[config.mk]
export PLATFORM = sky130hd
export DESIGN_NAME = dma_sock_ctrl
export DESIGN_NICKNAME = d
export VERILOG_FILES = /design/src/rtl/sock_pkg.sv /design/src/rtl/sock_fsm.sv /design/src/rtl/sock_buf_track.sv /design/src/rtl/sock_xfer_cnt.sv /design/src/rtl/dma_sock_ctrl.sv
export SDC_FILE = /design/constraint.sdc
export NUM_CORES = 1
export LEC_CHECK = 0
export BUFFER_PORTS_ARGS = -buffer_cell sky130_fd_sc_hd__buf_2
export CAP_MARGIN = 20
export CORE_MARGIN = 2
export CORE_UTILIZATION = 50
export DETAILED_ROUTE_END_ITERATION = 8
export PLACE_DENSITY = 0.76
export SETUP_SLACK_MARGIN = 0.5
export SLEW_MARGIN = 20
export SYNTH_ARGS = -nofsm -noshare
export SYNTH_HDL_FRONTEND = slang
export SYNTH_SLANG_ARGS = --single-unit
[constraint.sdc]
create_clock -name clk_i -period 14.18 [get_ports clk_i]
set_input_delay 0.709 -clock clk_i [delete_from_list [all_inputs] [get_ports clk_i]]
set_output_delay 0.709 -clock clk_i [all_outputs]
set_load 0.1 [all_outputs]
[src/rtl/sock_pkg.sv]
package sock_pkg;
  typedef enum logic [2:0] {
    ST_DESCR  = 3'd0,
    ST_STALL  = 3'd1,
    ST_ACTIVE = 3'd2,
    ST_EVENT  = 3'd3,
    ST_CHK1   = 3'd4,
    ST_SUSP   = 3'd5,
    ST_CHK2   = 3'd6,
    ST_WAIT   = 3'd7
  } sock_state_e;
endpackage

[src/rtl/sock_fsm.sv]
module sock_fsm
  import sock_pkg::*;
(
  input  logic        clk_i,
  input  logic        rst_ni,
  input  logic        en_i,
  input  logic        susp_i,
  input  logic        done_i,
  input  logic        mem_ack_i,
  input  logic        data_rdy_i,
  input  logic        eop_i,
  input  logic        full_i,
  input  logic        close_i,
  input  logic        evt_en_i,
  input  logic        evt_ack_i,
  output sock_state_e state_o,
  output logic        rd_req_o,
  output logic        wr_req_o
);
  sock_state_e state_q, state_d;

  assign rd_req_o = (state_q == ST_DESCR) && en_i && !susp_i && !done_i;
  assign wr_req_o = (state_q == ST_EVENT) && en_i;

  always_comb begin
    state_d = state_q;
    if (!en_i) begin
      state_d = ST_DESCR;
    end else begin
      unique case (state_q)
        ST_DESCR:  if (susp_i) state_d = ST_SUSP;
                   else if (rd_req_o && mem_ack_i) state_d = ST_STALL;
        ST_SUSP:   if (!susp_i) state_d = ST_DESCR;
        ST_STALL:  if (data_rdy_i) state_d = ST_ACTIVE;
        ST_ACTIVE: if (eop_i || full_i) state_d = ST_CHK1;
        ST_CHK1:   state_d = ST_CHK2;
        ST_CHK2:   state_d = close_i ? ST_EVENT : ST_ACTIVE;
        ST_EVENT:  if (mem_ack_i) state_d = evt_en_i ? ST_WAIT : ST_DESCR;
        ST_WAIT:   if (evt_ack_i) state_d = ST_DESCR;
        default:   state_d = ST_DESCR;
      endcase
    end
  end

  always_ff @(posedge clk_i or negedge rst_ni) begin
    if (!rst_ni) state_q <= ST_DESCR;
    else         state_q <= state_d;
  end

  assign state_o = state_q;

  p_en_low_r12: assert property (@(posedge clk_i) disable iff (!rst_ni)
    !en_i |=> state_q == ST_DESCR);
  p_susp_entry_r4: assert property (@(posedge clk_i) disable iff (!rst_ni)
    (state_q == ST_SUSP && $past(state_q) != ST_SUSP) |-> $past(state_q) == ST_DESCR);
  p_check_seq_r6: assert property (@(posedge clk_i) disable iff (!rst_ni)
    state_q == ST_CHK2 |-> $past(state_q) == ST_CHK1);
  p_wait_hold_r9: assert property (@(posedge clk_i) disable iff (!rst_ni)
    (state_q == ST_WAIT && !evt_ack_i && en_i) |=> state_q == ST_WAIT);
endmodule

[src/rtl/sock_buf_track.sv]
module sock_buf_track
  import sock_pkg::*;
#(
  parameter int unsigned BW = 16,
  parameter int unsigned NW = 4
) (
  input  logic          clk_i,
  input  logic          rst_ni,
  input  logic          en_i,
  input  sock_state_e   state_i,
  input  logic          load_i,
  input  logic [BW-1:0] size_i,
  input  logic          beat_i,
  input  logic [NW-1:0] bytes_i,
  output logic          full_o,
  output logic          nonempty_o,
  output logic [BW-1:0] fill_o
);
  localparam int unsigned FW = BW + 1;

  logic [BW-1:0] dscr_q;
  logic [FW-1:0] fill_q;
  logic [FW-1:0] fill_next;

  assign fill_next = fill_q + (beat_i ? FW'(bytes_i) : FW'(0));

  always_ff @(posedge clk_i or negedge rst_ni) begin
    if (!rst_ni) begin
      dscr_q <= '0;
      fill_q <= '0;
    end else if (!en_i) begin
      fill_q <= '0;
    end else if (load_i) begin
      dscr_q <= size_i;
      fill_q <= '0;
    end else if (beat_i) begin
      fill_q <= fill_next;
    end
  end

  assign full_o     = (state_i == ST_ACTIVE) && (fill_next >= FW'(dscr_q));
  assign nonempty_o = (fill_q != '0);
  assign fill_o     = fill_q[BW-1:0];

  p_fill_bound_r6: assert property (@(posedge clk_i) disable iff (!rst_ni)
    (state_i == ST_ACTIVE && dscr_q != '0) |-> fill_q < FW'(dscr_q));
endmodule

[src/rtl/sock_xfer_cnt.sv]
module sock_xfer_cnt
  import sock_pkg::*;
#(
  parameter int unsigned CW = 20,
  parameter int unsigned NW = 4
) (
  input  logic          clk_i,
  input  logic          rst_ni,
  input  logic          en_i,
  input  sock_state_e   state_i,
  input  logic          unit_buf_i,
  input  logic [CW-1:0] size_i,
  input  logic          beat_i,
  input  logic [NW-1:0] bytes_i,
  input  logic          wb_done_i,
  output logic          done_o,
  output logic          reach_o,
  output logic [CW-1:0] count_o
);
  logic [CW-1:0] count_q;
  logic          reach_q;
  logic [CW:0]   count_eff;

  assign count_eff = {1'b0, count_q} + (CW+1)'(unit_buf_i);

  always_ff @(posedge clk_i or negedge rst_ni) begin
    if (!rst_ni) begin
      count_q <= '0;
    end else if (!en_i) begin
      count_q <= '0;
    end else if (!unit_buf_i && beat_i) begin
      count_q <= count_q + CW'(bytes_i);
    end else if (unit_buf_i && wb_done_i) begin
      count_q <= count_q + 1'b1;
    end
  end

  // size check latched in the first check state, consumed in the second
  always_ff @(posedge clk_i or negedge rst_ni) begin
    if (!rst_ni)                 reach_q <= 1'b0;
    else if (state_i == ST_CHK1) reach_q <= (size_i != '0) && (count_eff >= {1'b0, size_i});
  end

  assign done_o  = (size_i != '0) && (count_q >= size_i);
  assign reach_o = reach_q;
  assign count_o = count_q;

  p_cnt_src_r10: assert property (@(posedge clk_i) disable iff (!rst_ni)
    ($past(en_i) && count_q != $past(count_q)) |-> ($past(beat_i) || $past(wb_done_i)));
  p_cnt_clr_r12: assert property (@(posedge clk_i) disable iff (!rst_ni)
    !en_i |=> count_q == '0);
endmodule

[src/rtl/dma_sock_ctrl.sv]
module dma_sock_ctrl
  import sock_pkg::*;
#(
  parameter int unsigned AW = 16,
  parameter int unsigned BW = 16,
  parameter int unsigned CW = 20,
  parameter int unsigned NW = 4
) (
  input  logic          clk_i,
  input  logic          rst_ni,
  input  logic          en_i,
  input  logic          susp_i,
  input  logic          evt_en_i,
  input  logic          unit_buf_i,
  input  logic [CW-1:0] xfer_size_i,
  input  logic [AW-1:0] dscr_ptr_i,
  output logic          mem_req_o,
  output logic          mem_we_o,
  output logic [AW-1:0] mem_addr_o,
  output logic [BW-1:0] mem_wdata_o,
  input  logic [BW-1:0] mem_rdata_i,
  input  logic          mem_ack_i,
  input  logic          data_rdy_i,
  input  logic          core_valid_i,
  input  logic [NW-1:0] core_bytes_i,
  input  logic          core_eop_i,
  output logic          core_ready_o,
  output logic          evt_req_o,
  input  logic          evt_ack_i,
  output logic [2:0]    state_o,
  output logic [CW-1:0] xfer_count_o
);
  sock_state_e   state;
  logic          rd_req, wr_req, done, reach, full, nonempty, beat;
  logic [BW-1:0] fill;

  assign beat = (state == ST_ACTIVE) && en_i && core_valid_i;

  sock_fsm u_fsm (
    .clk_i      (clk_i),
    .rst_ni     (rst_ni),
    .en_i       (en_i),
    .susp_i     (susp_i),
    .done_i     (done),
    .mem_ack_i  (mem_ack_i),
    .data_rdy_i (data_rdy_i),
    .eop_i      (core_eop_i),
    .full_i     (full),
    .close_i    (reach || nonempty),
    .evt_en_i   (evt_en_i),
    .evt_ack_i  (evt_ack_i),
    .state_o    (state),
    .rd_req_o   (rd_req),
    .wr_req_o   (wr_req)
  );

  sock_buf_track #(.BW(BW), .NW(NW)) u_buf (
    .clk_i      (clk_i),
    .rst_ni     (rst_ni),
    .en_i       (en_i),
    .state_i    (state),
    .load_i     (rd_req && mem_ack_i),
    .size_i     (mem_rdata_i),
    .beat_i     (beat),
    .bytes_i    (core_bytes_i),
    .full_o     (full),
    .nonempty_o (nonempty),
    .fill_o     (fill)
  );

  sock_xfer_cnt #(.CW(CW), .NW(NW)) u_cnt (
    .clk_i      (clk_i),
    .rst_ni     (rst_ni),
    .en_i       (en_i),
    .state_i    (state),
    .unit_buf_i (unit_buf_i),
    .size_i     (xfer_size_i),
    .beat_i     (beat),
    .bytes_i    (core_bytes_i),
    .wb_done_i  (wr_req && mem_ack_i),
    .done_o     (done),
    .reach_o    (reach),
    .count_o    (xfer_count_o)
  );

  assign mem_req_o    = rd_req || wr_req;
  assign mem_we_o     = wr_req;
  assign mem_addr_o   = dscr_ptr_i;
  assign mem_wdata_o  = wr_req ? fill : '0;
  assign core_ready_o = (state == ST_ACTIVE);
  assign evt_req_o    = (state == ST_WAIT);
  assign state_o      = state;

  p_req_hold_r3: assert property (@(posedge clk_i) disable iff (!rst_ni)
    (mem_req_o && !mem_ack_i) |=> (mem_req_o || !en_i || susp_i));
  p_wb_data_r8: assert property (@(posedge clk_i) disable iff (!rst_ni)
    (mem_req_o && mem_we_o && !mem_ack_i && en_i) |=> $stable(mem_wdata_o));
endmodule

# --- Word-level counts from Yosys, hierarchy flattened ---
# Index checks and enable logic that the tools add are counted.
# Widths: inputs -> output; s select.
classes:
  add_sub_neg: 4
  n_lt_le_gt_ge: 3
  n_eq_ne: 15
  muxes: 19
  reduce_logical: 24
ops:
  columns: ["operator", "n"]
  rows:
  - ["$mux 20", 3]
  - ["$mux 17", 3]
  - ["$mux 3", 9]
  - ["$pmux 3 s8", 1]
  - ["$add 20x1->21", 1]
  - ["$ge 21x20->1", 1]
  - ["$add 20x1->20 const B", 1]
  - ["$add 20x4->20", 1]
  - ["$ge 20x20->1", 1]
  - ["$reduce_bool 20->1", 1]
  - ["$add 17x17->17", 1]
  - ["$ge 17x16->1", 1]
  - ["$reduce_bool 17->1", 1]
  - ["$mux 16", 1]
  - ["$logic_and 1x1->1", 13]
  - ["$eq 3x3->1 const B", 4]
  - ["$ne 3x3->1 const B", 3]
  - ["$eq 3x2->1 const B", 2]
  - ["$ne 3x1->1 const B", 2]
  - ["$ne 3x2->1 const B", 2]
  - ["$reduce_and 6->1", 1]
  - ["$mux 4", 1]
  - ["$ne 4x3->1 const B", 1]
  - ["$eq 3x1->1 const B", 1]
  - ["other kinds (5)", 9]
totals:
  regBits: 57
  input_bits: 67
  output_inout_bits: 59
  wordCells: 70

# --- Longest topological paths before layout ---
depth:
  ltp_word: 11
  ltp_mapped: 22
  depth_no_buf: 20

# --- Modules after synthesis ---
# From an unflattened synthesis, not the netlist that was laid out.
hier_totals:
  cells_unflattened: 640
  area_unflattened_um2: 5646.7
modules_own_cells:
  columns: ["module", "instances", "cells_each", "area_each_um2"]
  rows:
  - ["sock_xfer_cnt", 1, 305, 2578.7]
  - ["sock_buf_track", 1, 254, 2442.3]
  - ["sock_fsm", 1, 41, 342.8]
  - ["dma_sock_ctrl", 1, 40, 282.8]

# --- Worst setup path after synthesis ---
# OpenSTA, ideal clock, no wires.
synth_path:
  path_kind: "reg2reg"
  from: "register u_fsm.state_q[1], in the netlist u_fsm.state_o[1]"
  to: "register u_fsm.state_q[2], in the netlist u_fsm.state_o[2]"
  arrival_time_ps: 7288
  required_time_ps: 14053
  slack_ps: 6764
  stages_incl_launch_ff: 23
  path_buffers: 2
  period_less_slack_ps: 7416
  cell_sequence: "dfrtp_1 -> buf_2 -> inv_1 -> nor3_1 -> and3_1 -> clkbuf_1 -> and2_1 -> ha_1 -> inv_1 -> fa_1 -> nand2b_1 -> a21oi_1 -> nand3_1 -> nor2_1 -> xor2_1 -> ha_1 -> a21oi_1 -> nor2_1 -> o311ai_0 -> o31a_1 -> a41oi_2 -> nand2_1 -> mux2_1"
synth_between:
  elab_chain_cells: 10
synth_lines:
  columns: ["element", "line_no", "text"]
  rows:
  - ["from (decl)", "sock_fsm.sv:20", "sock_state_e state_q, state_d;"]
  - ["from (signal assigned)", "sock_fsm.sv:47", "else state_q <= state_d;"]
  - ["$eq 3x2->1 *", null, null]
  - ["net core_ready_o", "dma_sock_ctrl.sv:27", "output logic core_ready_o,"]
  - ["$logic_and 1x1->1 (2 in a row)", "dma_sock_ctrl.sv:37", "assign beat = (state == ST_ACTIVE) && en_i && core_valid_i;"]
  - ["$mux 4", "sock_buf_track.sv:25", "assign fill_next = fill_q + (beat_i ? FW'(bytes_i) : FW'(0));"]
  - ["$add 17x17->17", "sock_buf_track.sv:25", null]
  - ["$ge 17x16->1", "sock_buf_track.sv:41", "assign full_o = (state_i == ST_ACTIVE) && (fill_next >= FW'(dscr_q));"]
  - ["$logic_and 1x1->1", "sock_buf_track.sv:41", null]
  - ["$logic_or 1x1->1", "sock_fsm.sv:35", "ST_ACTIVE: if (eop_i || full_i) state_d = ST_CHK1;"]
  - ["$ne 3x2->1 (no source line)", null, null]
  - ["$reduce_and 6->1 (no source line)", null, null]
# Mark *: on every way through the listed nets, which the timed path passes. The rest lies on a longest branch.
# A chain may end at the register's enable or synchronous reset.

# --- Final worst setup path ---
layout_path:
  from: "register u_fsm.state_q[1], in the netlist u_fsm.state_o[1]"
  to: "register u_fsm.state_q[2], in the netlist u_fsm.state_o[2]"
layout_between:
  elab_chain_cells: 10
layout_lines:
  columns: ["element", "line_no"]
  rows:
  - ["$eq 3x2->1", "sock_fsm.sv:30, sock_buf_track.sv:41, dma_sock_ctrl.sv:37"]
  - ["$logic_and 1x1->1 (2 in a row)", "dma_sock_ctrl.sv:37"]
  - ["$mux 4", "sock_buf_track.sv:25"]
  - ["$add 17x17->17", "sock_buf_track.sv:25"]
  - ["$ge 17x16->1", "sock_buf_track.sv:41"]
  - ["$logic_and 1x1->1", "sock_buf_track.sv:41"]
  - ["$logic_or 1x1->1", "sock_fsm.sv:35"]
  - ["$ne 3x2->1 (no source line)", null]
  - ["$reduce_and 6->1 (no source line)", null]
# Several ways; a longest one is shown, not always the timed one.

==> impl_metrics.tcl <==
set metrics [dict create \
    crit_fanout 13 \
    cp_slowest_cell "sky130_fd_sc_hd__dfrtp_1" \
    tritoncts.num_buffers 9 \
    fmax_mhz 185 \
    num_rows 36 \
    powerDensity_nw_per_um2 103 \
    drt-total-wl_um 12600 \
    hold_vio_cnt_final 0 \
    rsz0062_at_grt "false" \
    worst_setup_start_kind "register" \
    rr_startpoint "u_fsm.state_o[1]" \
    share_of_the_yosys_chip_area_belonging_to_registers_pct 27.8 \
    number_of_enable_flip_flop_cells_after_synthesis 0 \
    coreArea_um2 9860 \
    worstRegToRegCells 20 \
    path_cells "inv_1 -> nor3_1 -> and3_1 -> and2_1 -> ha_1 -> inv_1 -> fa_1 -> nand2b_1 -> a21oi_1 -> nand3_1 -> nor2_1 -> xor2_1 -> ha_1 -> a21oi_1 -> nor2_1 -> o311ai_0 -> o31a_1 -> a41oi_2 -> nand2_1 -> mux2_1" \
    synth-async-reset-ratio_pct 100 \
    h-tree-depth 3 \
    cp.buffers_inverters 2 \
    cellLeakagePower_uw 0.00301 \
    num-nets-final 827 \
    ys.warnings.count 0 \
    drt_first_pass_iters 5 \
    fraction_of_final_layout_cells_with_drive_strength_greater_than_1_pct 17.8 \
    average_detailed_routed_wire_length_per_instance_um 15.2 \
    worst-path-stages 20 \
    all_layer_global_routing_usage_pct 23.2 \
    crit_path_kind "register to register" \
    highest_ir_drop_seen_on_vdd_v 0.0000639 \
    cts.hold.buffers_added 0 \
    cts_max_path_buffers 2 \
    worst-slew-pin-transition_ns 0.773 \
    io_pins 126 \
    fin_cells 830 \
    ys_ff_latch 57 \
    ys_top_cells_by_count "sky130_fd_sc_hd__nand2_1, sky130_fd_sc_hd__ha_1, sky130_fd_sc_hd__dfrtp_1" \
    synthDominantCellAreaShare_pct 27.8 \
    design_power_total_uw 594 \
    finalClockSkew_ns 0.0149 \
    relative_area_change_from_synthesis_to_final_layout_pct 12.4 \
    slew_headroom_pct 48.4 \
    required_ns 14.39 \
    via_count 4628 \
    place.gp.congestion 0.914 \
    drt-initial-drc-count 239 \
    die_area_um2 11100 \
    grt-ovfl-total 0 \
    grt_pass1_wl_um 20900 \
    maxSlewViolCount 0 \
    tritoncts "done" \
    grt_pass1_vias 4466 \
    post_cts_resize_count 0 \
    cap_viol_max_count 0 \
    end_kind "register" \
    fin_crit_ns 5.41 \
    grt_start_max_net_pins 58 \
    finalSetupViolations 0 \
    post_cts.repair.setup_buffers 0 \
    synth_nets 761 \
    antenna_violating_nets_post_route 0 \
    syn_avg_cell_area_um2 8.19 \
    postSynthCellCount 626 \
    netlist_area_before_placement_um2 5120 \
    yosys.cell_types.count 48 \
    post-route-cell-area_um2 5760 \
    clkLatencyLatePin_ns 0.34 \
    critical_path.max_stage_delay_ns 0.54 \
    fin_crit_sh_pct 38.2 \
    routed_via_density 5.58 \
    clkTransAtPathRegs_ns 0.08 \
    placement.cell_area_um2 5540 \
    chipHeight_um 105 \
    chipWidth_um 105 \
    most_common_flop_cell_mapped_by_yosys "sky130_fd_sc_hd__dfrtp_1" \
    place.detailed.hpwl_um 9820 \
    cell_chosen_for_the_clock_root "sky130_fd_sc_hd__clkbuf_8" \
    fillers 886 \
    timing.critical_path.max_delay_family "simple AND/OR/NAND/NOR gates" \
    place_inst 814 \
    number_of_antenna_violations_at_the_first_check_in_global_routing 0 \
    initial_utilization_pct 52.0 \
    tns_ns 0 \
    n_diodes 0 \
    min_path_type "input port to async pin" \
    origin_of_the_worst_setup_path "u_fsm.state_o[1]" \
    drc 0 \
    library_cell_with_the_largest_summed_area_after_synthesis "sky130_fd_sc_hd__dfrtp_1" \
    status "complete, no violations" \
    cts_sinks 57 \
    cp_data_arrival_time_ns 5.63 \
    setup.reg_to_reg.worst_slack_ns 8.77 \
    worstReg2RegEnd "u_fsm.state_o[2]" \
    yosysMostFrequentCell "sky130_fd_sc_hd__nand2_1" \
    synth_top_cells_by_area "sky130_fd_sc_hd__dfrtp_1, sky130_fd_sc_hd__ha_1, sky130_fd_sc_hd__nand2_1" \
    io_buffer_count 93 \
]
## sequential cells by signal, indices dropped and copies added (netlist names)
name / flops
u_cnt.count_o: 20
u_buf.fill_q: 17
u_buf.dscr_q: 16
u_fsm.state_o: 3
u_cnt.reach_o: 1
## stage by stage
step / util, % / setup WS, ns / hold slack, ns
2_1_floorplan: - / 6.76 / 0.413
3_3_place_gp: 56.2 / 9.05 / 0.516
3_5_place_dp: 56.2 / 8.83 / 0.529
4_1_cts: 58.4 / 8.87 / 0.544
5_1_grt: 58.4 / 8.36 / 0.564
6_report: 58.4 / 8.77 / 0.519
## area by class of cell
class / instances / area [µm²] / area share [%]
clock inverters: 4 / 50.0 / 0.869
flip-flops and latches: 57 / 1430 / 24.8
inverters: 48 / 180 / 3.13
multi-input cells: 480 / 3280 / 57.0
clock buffers: 12 / 165 / 2.87
repair buffers: 96 / 488 / 8.47
well taps: 133 / 166 / 2.89
## logic make-up (layout without fill, tap and decap cells)
family	count (synthesis)	in the layout	synth area share, %
and+or+nand+nor	246	246	23.7
buffers and inverters	89	160	8.30
AOI/OAI and AO/OA	108	108	13.0
adders and majority gates	68	68	16.9
xor gates and xnor gates	55	55	9.40
DFF	57	57	27.8
muxes	3	3	0.879
## layout by cell type (no fill, tap or decap), types with 3 or more instances in the layout
master / n
sky130_fd_sc_hd__clkbuf_8: 12
sky130_fd_sc_hd__nand3_1: 27
sky130_fd_sc_hd__a21oi_1: 25
sky130_fd_sc_hd__inv_1: 48
sky130_fd_sc_hd__nand2_1: 68
sky130_fd_sc_hd__buf_2: 93
sky130_fd_sc_hd__buf_4: 3
sky130_fd_sc_hd__a21o_1: 11
sky130_fd_sc_hd__or3_1: 13
sky130_fd_sc_hd__dfrtp_1: 57
sky130_fd_sc_hd__or2_2: 3
sky130_fd_sc_hd__nor2b_1: 8
sky130_fd_sc_hd__xor2_1: 28
sky130_fd_sc_hd__a21boi_1: 3
sky130_fd_sc_hd__nand2b_1: 6
sky130_fd_sc_hd__ha_1: 66
sky130_fd_sc_hd__a211oi_1: 8
sky130_fd_sc_hd__o21ai_0: 39
sky130_fd_sc_hd__and2_1: 26
sky130_fd_sc_hd__xnor2_1: 27
sky130_fd_sc_hd__and3_1: 6
sky130_fd_sc_hd__nor4_1: 10
sky130_fd_sc_hd__nor2_1: 56
sky130_fd_sc_hd__nand4_1: 13
sky130_fd_sc_hd__a21boi_0: 5
sky130_fd_sc_hd__nor3_1: 3
sky130_fd_sc_hd__o211ai_1: 6
## routing by layer
| metal | routed length (µm) | track usage [%] |
|---|---|---|
| met4 | 368 | 10.4 |
| met3 | 659 | 3.40 |
| met1 | 5500 | 29.0 |
| met2 | 6110 | 39.4 |
| met5 | 0 | 0 |
## worst max path at each step
stage | slack [ns] | to
2_1_floorplan | 6.76 | u_fsm.state_o[2]
5_1_grt | 8.36 | u_fsm.state_o[2]
6_report | 8.77 | u_fsm.state_o[2]
4_1_cts | 8.87 | u_fsm.state_o[2]
3_3_place_gp | 9.05 | u_fsm.state_o[2]
3_5_place_dp | 8.83 | u_fsm.state_o[2]
## where the power goes
group | switching [µW] | internal, µW | leakage, µW
combinational | 152 | 65.5 | 0.00214
sequential | 22.3 | 192 | 0.000761
clock | 67.7 | 95.2 | 0.000105
total | 241 | 353 | 0.00301
No activity file was read; power rests on OpenSTA's default activity.
